$ cat src/rtl/dac_regif_pkg.sv
package dac_regif_pkg;

    localparam logic [4:0] OFS_CTRL = 5'h10;
    localparam logic [4:0] OFS_IEN  = 5'h11;
    localparam logic [4:0] OFS_ZERO = 5'h13;
    localparam logic [4:0] OFS_ACK  = 5'h1E;

    localparam int CTRL_REF_BIT  = 6;
    localparam int CTRL_STOP_BIT = 1;
    localparam int IEN_CNT0_BIT  = 1;

    typedef enum logic [1:0] {
        SQ_IDLE   = 2'd0,
        SQ_SETUP  = 2'd1,
        SQ_STROBE = 2'd2
    } seq_state_e;

endpackage

$ cat src/rtl/dac_regif_decode.sv
module dac_regif_decode #(
    parameter int ADDR_W = 10,
    parameter int WIN_W  = 5,
    parameter int NUM_CH = 8,
    localparam int CH_W  = $clog2(NUM_CH),
    localparam int BASE_W = ADDR_W - WIN_W
) (
    input  logic [ADDR_W-1:0] addr,
    input  logic [BASE_W-1:0] base,
    input  logic              wr,
    input  logic              rd,
    input  logic              word,
    output logic              dac_we,
    output logic [CH_W-1:0]   dac_idx,
    output logic              ctrl_we,
    output logic              ien_we,
    output logic              zero_all,
    output logic              irq_ack,
    output logic              rd_hit,
    output logic              rd_ctrl,
    output logic              rd_ien
);
    import dac_regif_pkg::*;

    localparam logic [WIN_W-1:0] DAC_END = WIN_W'(2 * NUM_CH);

    logic             hit;
    logic [WIN_W-1:0] ofs;

    always_comb begin
        ofs      = addr[WIN_W-1:0];
        hit      = (addr[ADDR_W-1:WIN_W] == base);
        dac_we   = hit && wr && word && !ofs[0] && (ofs < DAC_END);
        dac_idx  = ofs[CH_W:1];
        ctrl_we  = hit && wr && (ofs == OFS_CTRL);
        ien_we   = hit && wr && (ofs == OFS_IEN);
        zero_all = hit && wr && (ofs == OFS_ZERO);
        irq_ack  = hit && wr && (ofs == OFS_ACK);
        rd_hit   = hit && rd;
        rd_ctrl  = rd_hit && (ofs == OFS_CTRL);
        rd_ien   = rd_hit && (ofs == OFS_IEN);
    end

endmodule

$ cat src/rtl/dac_chan_seq.sv
module dac_chan_seq #(
    parameter int NUM_CH    = 8,
    parameter int CODE_W    = 12,
    parameter int PULSE_CYC = 2,
    localparam int CH_W     = $clog2(NUM_CH),
    localparam int CNT_W    = $clog2(PULSE_CYC + 1)
) (
    input  logic              clk,
    input  logic              rst_n,
    input  logic              wr_en,
    input  logic [CH_W-1:0]   wr_idx,
    input  logic [CODE_W-1:0] wr_code,
    input  logic              zero_all,
    output logic [CODE_W-1:0] dac_data,
    output logic [CH_W-1:0]   dac_chan,
    output logic              dac_load_n
);
    import dac_regif_pkg::*;

    localparam logic [CNT_W-1:0] CNT_LAST = CNT_W'(PULSE_CYC - 1);

    typedef struct packed {
        logic [NUM_CH-1:0][CODE_W-1:0] shadow;
        logic [NUM_CH-1:0]             dirty;
        seq_state_e                    state;
        logic [CNT_W-1:0]              cnt;
        logic [CH_W-1:0]               chan;
        logic [CODE_W-1:0]             data;
        logic                          load_n;
    } seq_t;

    seq_t seq_d, seq_q;
    logic            found;
    logic [CH_W-1:0] pick;

    // lowest pending channel
    always_comb begin
        found = 1'b0;
        pick  = '0;
        for (int i = NUM_CH - 1; i >= 0; i--) begin
            if (seq_q.dirty[i]) begin
                found = 1'b1;
                pick  = CH_W'(i);
            end
        end
    end

    always_comb begin
        seq_d = seq_q;
        // transfer engine first, so a same-cycle host write re-marks the channel
        unique case (seq_q.state)
            SQ_IDLE: begin
                if (found) begin
                    seq_d.chan        = pick;
                    seq_d.data        = seq_q.shadow[pick];
                    seq_d.dirty[pick] = 1'b0;
                    seq_d.state       = SQ_SETUP;
                end
            end
            SQ_SETUP: begin
                seq_d.load_n = 1'b0;
                seq_d.cnt    = '0;
                seq_d.state  = SQ_STROBE;
            end
            SQ_STROBE: begin
                if (seq_q.cnt == CNT_LAST) begin
                    seq_d.load_n = 1'b1;
                    seq_d.state  = SQ_IDLE;
                end else begin
                    seq_d.cnt = seq_q.cnt + 1'b1;
                end
            end
            default: seq_d.state = SQ_IDLE;
        endcase
        // host side
        if (zero_all) begin
            seq_d.shadow = '0;
            seq_d.dirty  = '1;
        end else if (wr_en) begin
            seq_d.shadow[wr_idx] = wr_code;
            seq_d.dirty[wr_idx]  = 1'b1;
        end
    end

    always_ff @(posedge clk) begin
        if (!rst_n) begin
            seq_q        <= '0;
            seq_q.state  <= SQ_IDLE;
            seq_q.load_n <= 1'b1;
        end else begin
            seq_q <= seq_d;
        end
    end

    assign dac_data   = seq_q.data;
    assign dac_chan   = seq_q.chan;
    assign dac_load_n = seq_q.load_n;

endmodule

$ cat src/rtl/dac_irq_ctl.sv
module dac_irq_ctl #(
    parameter int SYNC_STAGES = 2
) (
    input  logic clk,
    input  logic rst_n,
    input  logic src_async,
    input  logic enable,
    input  logic ack,
    output logic pend
);
    typedef struct packed {
        logic [SYNC_STAGES-1:0] sync;
        logic                   prev;
        logic                   pend;
    } irq_t;

    irq_t irq_d, irq_q;
    logic fall;

    always_comb begin
        irq_d      = irq_q;
        irq_d.sync = {irq_q.sync[SYNC_STAGES-2:0], src_async};
        irq_d.prev = irq_q.sync[SYNC_STAGES-1];
        fall       = irq_q.prev && !irq_q.sync[SYNC_STAGES-1];
        // a qualifying edge outranks a same-cycle acknowledge
        if (fall && enable) begin
            irq_d.pend = 1'b1;
        end else if (ack) begin
            irq_d.pend = 1'b0;
        end
    end

    always_ff @(posedge clk) begin
        if (!rst_n) begin
            irq_q <= '0;
        end else begin
            irq_q <= irq_d;
        end
    end

    assign pend = irq_q.pend;

endmodule

$ cat src/rtl/dac_bus_regif.sv
module dac_bus_regif #(
    parameter int ADDR_W      = 10,
    parameter int WIN_W       = 5,
    parameter int NUM_CH      = 8,
    parameter int CODE_W      = 12,
    parameter int DATA_W      = 16,
    parameter int PULSE_CYC   = 2,
    parameter int SYNC_STAGES = 2,
    localparam int CH_W       = $clog2(NUM_CH),
    localparam int BASE_W     = ADDR_W - WIN_W
) (
    input  logic              clk,
    input  logic              rst_n,
    input  logic [BASE_W-1:0] base_sel,
    input  logic [ADDR_W-1:0] bus_addr,
    input  logic              bus_wr,
    input  logic              bus_rd,
    input  logic              bus_word,
    input  logic [DATA_W-1:0] bus_wdata,
    output logic [7:0]        bus_rdata,
    input  logic              cnt0_out,
    output logic              irq,
    output logic              ref_en,
    output logic              ctr_stop,
    output logic [CODE_W-1:0] dac_data,
    output logic [CH_W-1:0]   dac_chan,
    output logic              dac_load_n
);
    import dac_regif_pkg::*;

    typedef struct packed {
        logic       ref_en;
        logic       ctr_stop;
        logic [7:0] ien;
        logic [7:0] rdata;
    } ctl_t;

    ctl_t ctl_d, ctl_q;

    logic            dac_we, ctrl_we, ien_we, zero_all, irq_ack;
    logic            rd_hit, rd_ctrl, rd_ien;
    logic [CH_W-1:0] dac_idx;
    logic [7:0]      irq_en_w;

    dac_regif_decode #(
        .ADDR_W (ADDR_W),
        .WIN_W  (WIN_W),
        .NUM_CH (NUM_CH)
    ) u_dec (
        .addr     (bus_addr),
        .base     (base_sel),
        .wr       (bus_wr),
        .rd       (bus_rd),
        .word     (bus_word),
        .dac_we   (dac_we),
        .dac_idx  (dac_idx),
        .ctrl_we  (ctrl_we),
        .ien_we   (ien_we),
        .zero_all (zero_all),
        .irq_ack  (irq_ack),
        .rd_hit   (rd_hit),
        .rd_ctrl  (rd_ctrl),
        .rd_ien   (rd_ien)
    );

    always_comb begin
        ctl_d       = ctl_q;
        ctl_d.rdata = '0;
        if (ctrl_we) begin
            ctl_d.ref_en   = bus_wdata[CTRL_REF_BIT];
            ctl_d.ctr_stop = bus_wdata[CTRL_STOP_BIT];
        end
        if (ien_we) begin
            ctl_d.ien = bus_wdata[7:0];
        end
        if (rd_hit) begin
            if (rd_ctrl) begin
                ctl_d.rdata[CTRL_REF_BIT]  = ctl_q.ref_en;
                ctl_d.rdata[CTRL_STOP_BIT] = ctl_q.ctr_stop;
            end else if (rd_ien) begin
                ctl_d.rdata = ctl_q.ien;
            end
        end
    end

    always_ff @(posedge clk) begin
        if (!rst_n) begin
            ctl_q <= '0;
        end else begin
            ctl_q <= ctl_d;
        end
    end

    assign irq_en_w  = ctl_q.ien;
    assign bus_rdata = ctl_q.rdata;
    assign ref_en    = ctl_q.ref_en;
    assign ctr_stop  = ctl_q.ctr_stop;

    dac_chan_seq #(
        .NUM_CH    (NUM_CH),
        .CODE_W    (CODE_W),
        .PULSE_CYC (PULSE_CYC)
    ) u_seq (
        .clk        (clk),
        .rst_n      (rst_n),
        .wr_en      (dac_we),
        .wr_idx     (dac_idx),
        .wr_code    (bus_wdata[CODE_W-1:0]),
        .zero_all   (zero_all),
        .dac_data   (dac_data),
        .dac_chan   (dac_chan),
        .dac_load_n (dac_load_n)
    );

    dac_irq_ctl #(
        .SYNC_STAGES (SYNC_STAGES)
    ) u_irq (
        .clk       (clk),
        .rst_n     (rst_n),
        .src_async (cnt0_out),
        .enable    (irq_en_w[IEN_CNT0_BIT]),
        .ack       (irq_ack),
        .pend      (irq)
    );

endmodule

$ cat config.mk
export PLATFORM = sky130hd
export DESIGN_NAME = dac_bus_regif
export DESIGN_NICKNAME = d
export VERILOG_FILES = /design/src/rtl/dac_regif_pkg.sv /design/src/rtl/dac_regif_decode.sv /design/src/rtl/dac_chan_seq.sv /design/src/rtl/dac_irq_ctl.sv /design/src/rtl/dac_bus_regif.sv
export SDC_FILE = /design/constraint.sdc
export NUM_CORES = 1
export LEC_CHECK = 0
export ABC_AREA = 1
export BUFFER_PORTS_ARGS = -buffer_cell sky130_fd_sc_hd__buf_2
export CORE_UTILIZATION = 25
export DETAILED_ROUTE_END_ITERATION = 8
export GPL_TIMING_DRIVEN = 1
export MAX_ROUTING_LAYER = met4
export PLACE_DENSITY_LB_ADDON = 0.1
export SYNTH_ARGS = -nofsm -noshare
export SYNTH_HDL_FRONTEND = slang
export SYNTH_SLANG_ARGS = --single-unit
$ cat constraint.sdc
create_clock -name clk -period 1.9 [get_ports clk]
set_input_delay 0.19 -clock clk [delete_from_list [all_inputs] [get_ports clk]]
set_output_delay 0.19 -clock clk [all_outputs]
set_load 0.05 [all_outputs]
==> flow_summary.toml <==
[run_status]
status = "complete, but fails checks"
violations = "design-rule violations"

[yosys]
syn_avg_cell_area_um2 = 6.78
synth_fp_nets = 1032
ys_warn_count = 0
synth_area_mm2 = 0.00674
synthesis.instances = 994
synth-seq-area-share_pct = 43.4
synth_seq_cells = 146
synth_cell_types = 31

[finish]
nets = 1076
syn_to_final_growth_pct = 19.3
utilization_pct = 30.6
final_common_cell = "nor2_1"
finalInstanceArea_mm2 = 0.00804
layout_common_cells = "nor2_1 (247), nand2_1 (185), dfxtp_1 (146), o21ai_0 (101), nand3_1 (77)"
final_layout_size_suffix_gt1_share_pct = 15.1
n_antenna_cell = 0

[route]
vias = 6163
ant_nets = 0
route.detailed.drc = 2
first_pass_iters = 7
viasPerCell = 4.45
wl_per_cell_um = 15.4
drt_iter0_markers = 410
totalWireLength_mm = 21.3

[critical_path]
crit_family = "simple AND/OR/NAND/NOR gates"
cp-start-kind = "flop"
critPathCaptureType = "flop"
path_max_fanout = 22
critPathRequiredTime_ns = 2.27
cp_cell_sequence = "nor2_4 -> nand2_1 -> nor2_2 -> buf_12 -> buf_4 -> nand3_1 -> nand2_1 -> nor2_1 -> nand2_1 -> nand2_1 -> a21oi_1"
path_class = "reg -> reg"
cp.arrival_ns = 2.10
crit_buf_inv = 2
slowest_stage = "dfxtp_1"
cpPeakStageDelay_ns = 0.35
cpMostUsedCell = "nand2_1"

[clocking]
clockRootBuffer = "clkbuf_16"
numCtsBuffers = 17
cts_max_level = 4
cts_tree = "built"
worstSkewPairLatency_ns = 0.43
cts.sinks = 146
cts.clk_slew.worst_paths_ns = 0.07
cts_buffer_depth = 2

[die]
core.rowCount = 59
die_w_um = 166
io_pins = 64
die_h_um = 166
coreArea_mm2 = 0.0263
start_util_pct = 25.6
die_area_mm2 = 0.0276

[grt]
overflow = 0
grt_pass1_wl_mm = 34.1
antenna_found_initial = 0
track_usage_pct = 16.5
grt_max_degree = 97
grt_pass1_vias = 6051

[power]
intPower_mw = 5.28
switching_power_mw = 1.66
p_leak_nw = 3.69
seq_power_share_pct = 44.3
p_comb_share_pct = 4.1
netSwitchingFraction_pct = 23.9
clockPowerShare_pct = 51.6
power_density_mw_per_mm2 = 863
ir_drop_uv = 552

[placement]
post-place-ws_ns = 0.100
dp_hpwl_mm = 14.2
gp_congestion = 0.801
io_buffers = 59
post_dp_cell_area_mm2 = 0.00738

[sta]
fin_ws_ns = 0.165
final_max_slew_viol_count = 0
fin_crit_sh_pct = 91.3
maxClockFrequency_ghz = 0.577
finalSetupViolCount = 0
fin_crit_ns = 1.73
slew_headroom_pct = 70.1
tightest_slew_ns = 0.448
final_hold_viol_count = 0
finalClockSkew_ns = 0.00791

[worst_hold_path]
min_path_type = "in -> reg"

[job]
max-cap-violations = 0
==> through the flow <==
| stage | instances | TNS (ns) | power (mW) | hold WS [ns] |
|---|---|---|---|---|
| 2_1_floorplan | 994 | 0 | 3.31 | 0.288 |
| 3_3_place_gp | 1353 | 0 | 3.43 | 0.386 |
| 3_5_place_dp | 1353 | 0 | 3.43 | 0.384 |
| 4_1_cts | 1386 | 0 | 7.06 | 0.0225 |
| 5_1_grt | 1386 | -0.00627 | 7.19 | 0.0477 |
| 6_report | 1386 | 0 | 6.94 | 0.0322 |
==> path summary, 6_finish.rpt <==
check / endpoint / cells after the start / start / slack (ns)
max: u_seq.dac_data[8]$_SDFFE_PN0P_ / 11 / u_seq.seq_q[23]$_SDFF_PN0_ / 0.17
min: u_seq.dac_load_n$_SDFFE_PN1P_ / 2 / rst_n / 0.03
max reg2reg: u_seq.dac_data[8]$_SDFFE_PN0P_ / 11 / u_seq.seq_q[23]$_SDFF_PN0_ / 0.17
min reg2reg: u_irq.irq_d[1]$_SDFF_PN0_ / 2 / u_irq.irq_d[3]$_SDFF_PN0_ / 0.42
==> synth_stat cells (all sizes together) <==
cell type / number / area, um2
nor2: 259 / 1020
nand2: 192 / 741
dfxtp: 146 / 2920
o21ai: 111 / 571
nand3: 78 / 395
inv: 77 / 289
buf: 52 / 367
a21oi: 31 / 155
nand4: 21 / 131
clkbuf: 18 / 72.6
a31oi: 2 / 12.5
a22oi: 1 / 7.51
and2: 1 / 6.26
ha: 1 / 12.5
nand3b: 1 / 7.51
nor3: 1 / 10.0
or2: 1 / 6.26
xnor2: 1 / 8.76
==> what timing repair did <==
action | CTS | global route
gates resized for setup | 0 | 10
buffers inserted | 0 | 0
hold buffers | 1 | 0
endpoints found under the hold margin | 1 | 0
endpoints found under the setup margin | 0 | 12
==> power by group through the flow <==
| stage | clock network, mW | registers (mW) | logic (mW) |
|---|---|---|---|
| 4_1_cts | 3.69 | 3.07 | 0.293 |
| 6_report | 3.58 | 3.07 | 0.287 |
| 3_3_place_gp | 0 | 3.14 | 0.290 |
| 3_5_place_dp | 0 | 3.14 | 0.291 |
| 2_1_floorplan | 0 | 3.14 | 0.166 |
| 5_1_grt | 3.79 | 3.07 | 0.322 |
==> per-layer routing <==
metal / wire (um) / global-route usage [%] / part of all wire [%] / vias up
met5: 0 / - / 0 / -
met4: 284 / 4.96 / 1.3 / 0
met3: 588 / 2.60 / 2.8 / 17
met2: 10000 / 27.4 / 47 / 91
met1: 10400 / 20.5 / 49 / 2818
li1: - / - / - / 3237
==> registers in the layout, indices dropped and copies added (netlist names) <==
register and cells:
bus_rdata 8, ctr_stop 1, irq_en_w 8, ref_en 1, u_irq.irq_d 2, u_irq.irq_q 1
u_irq.pend 1, u_seq.dac_chan 3, u_seq.dac_data 12, u_seq.dac_load_n 1, u_seq.seq_q 108
==> logic make-up (layout without fill, tap and decap cells) <==
family | count (synthesis) | in the layout | share of synthesized area, %
XOR/XNOR | 1 | 1 | 0.130
flip-flops | 146 | 146 | 43.4
adder cells (fa/ha/maj) | 1 | 1 | 0.186
buffers and inverters | 147 | 204 | 10.8
AO/OA/AOI/OAI | 145 | 145 | 11.1
AND/OR/NAND/NOR | 554 | 554 | 34.4
==> area by class of cell <==
type / instances / area (um2)
clock inverters: 13 / 174
well taps: 335 / 419
repair buffers: 95 / 672
clock buffers: 19 / 443
flip-flops and latches: 146 / 2920
multi-input cells: 701 / 3120
inverters: 77 / 289
fillers: 2953 / 18200
(Power assumes the default switching activity.)
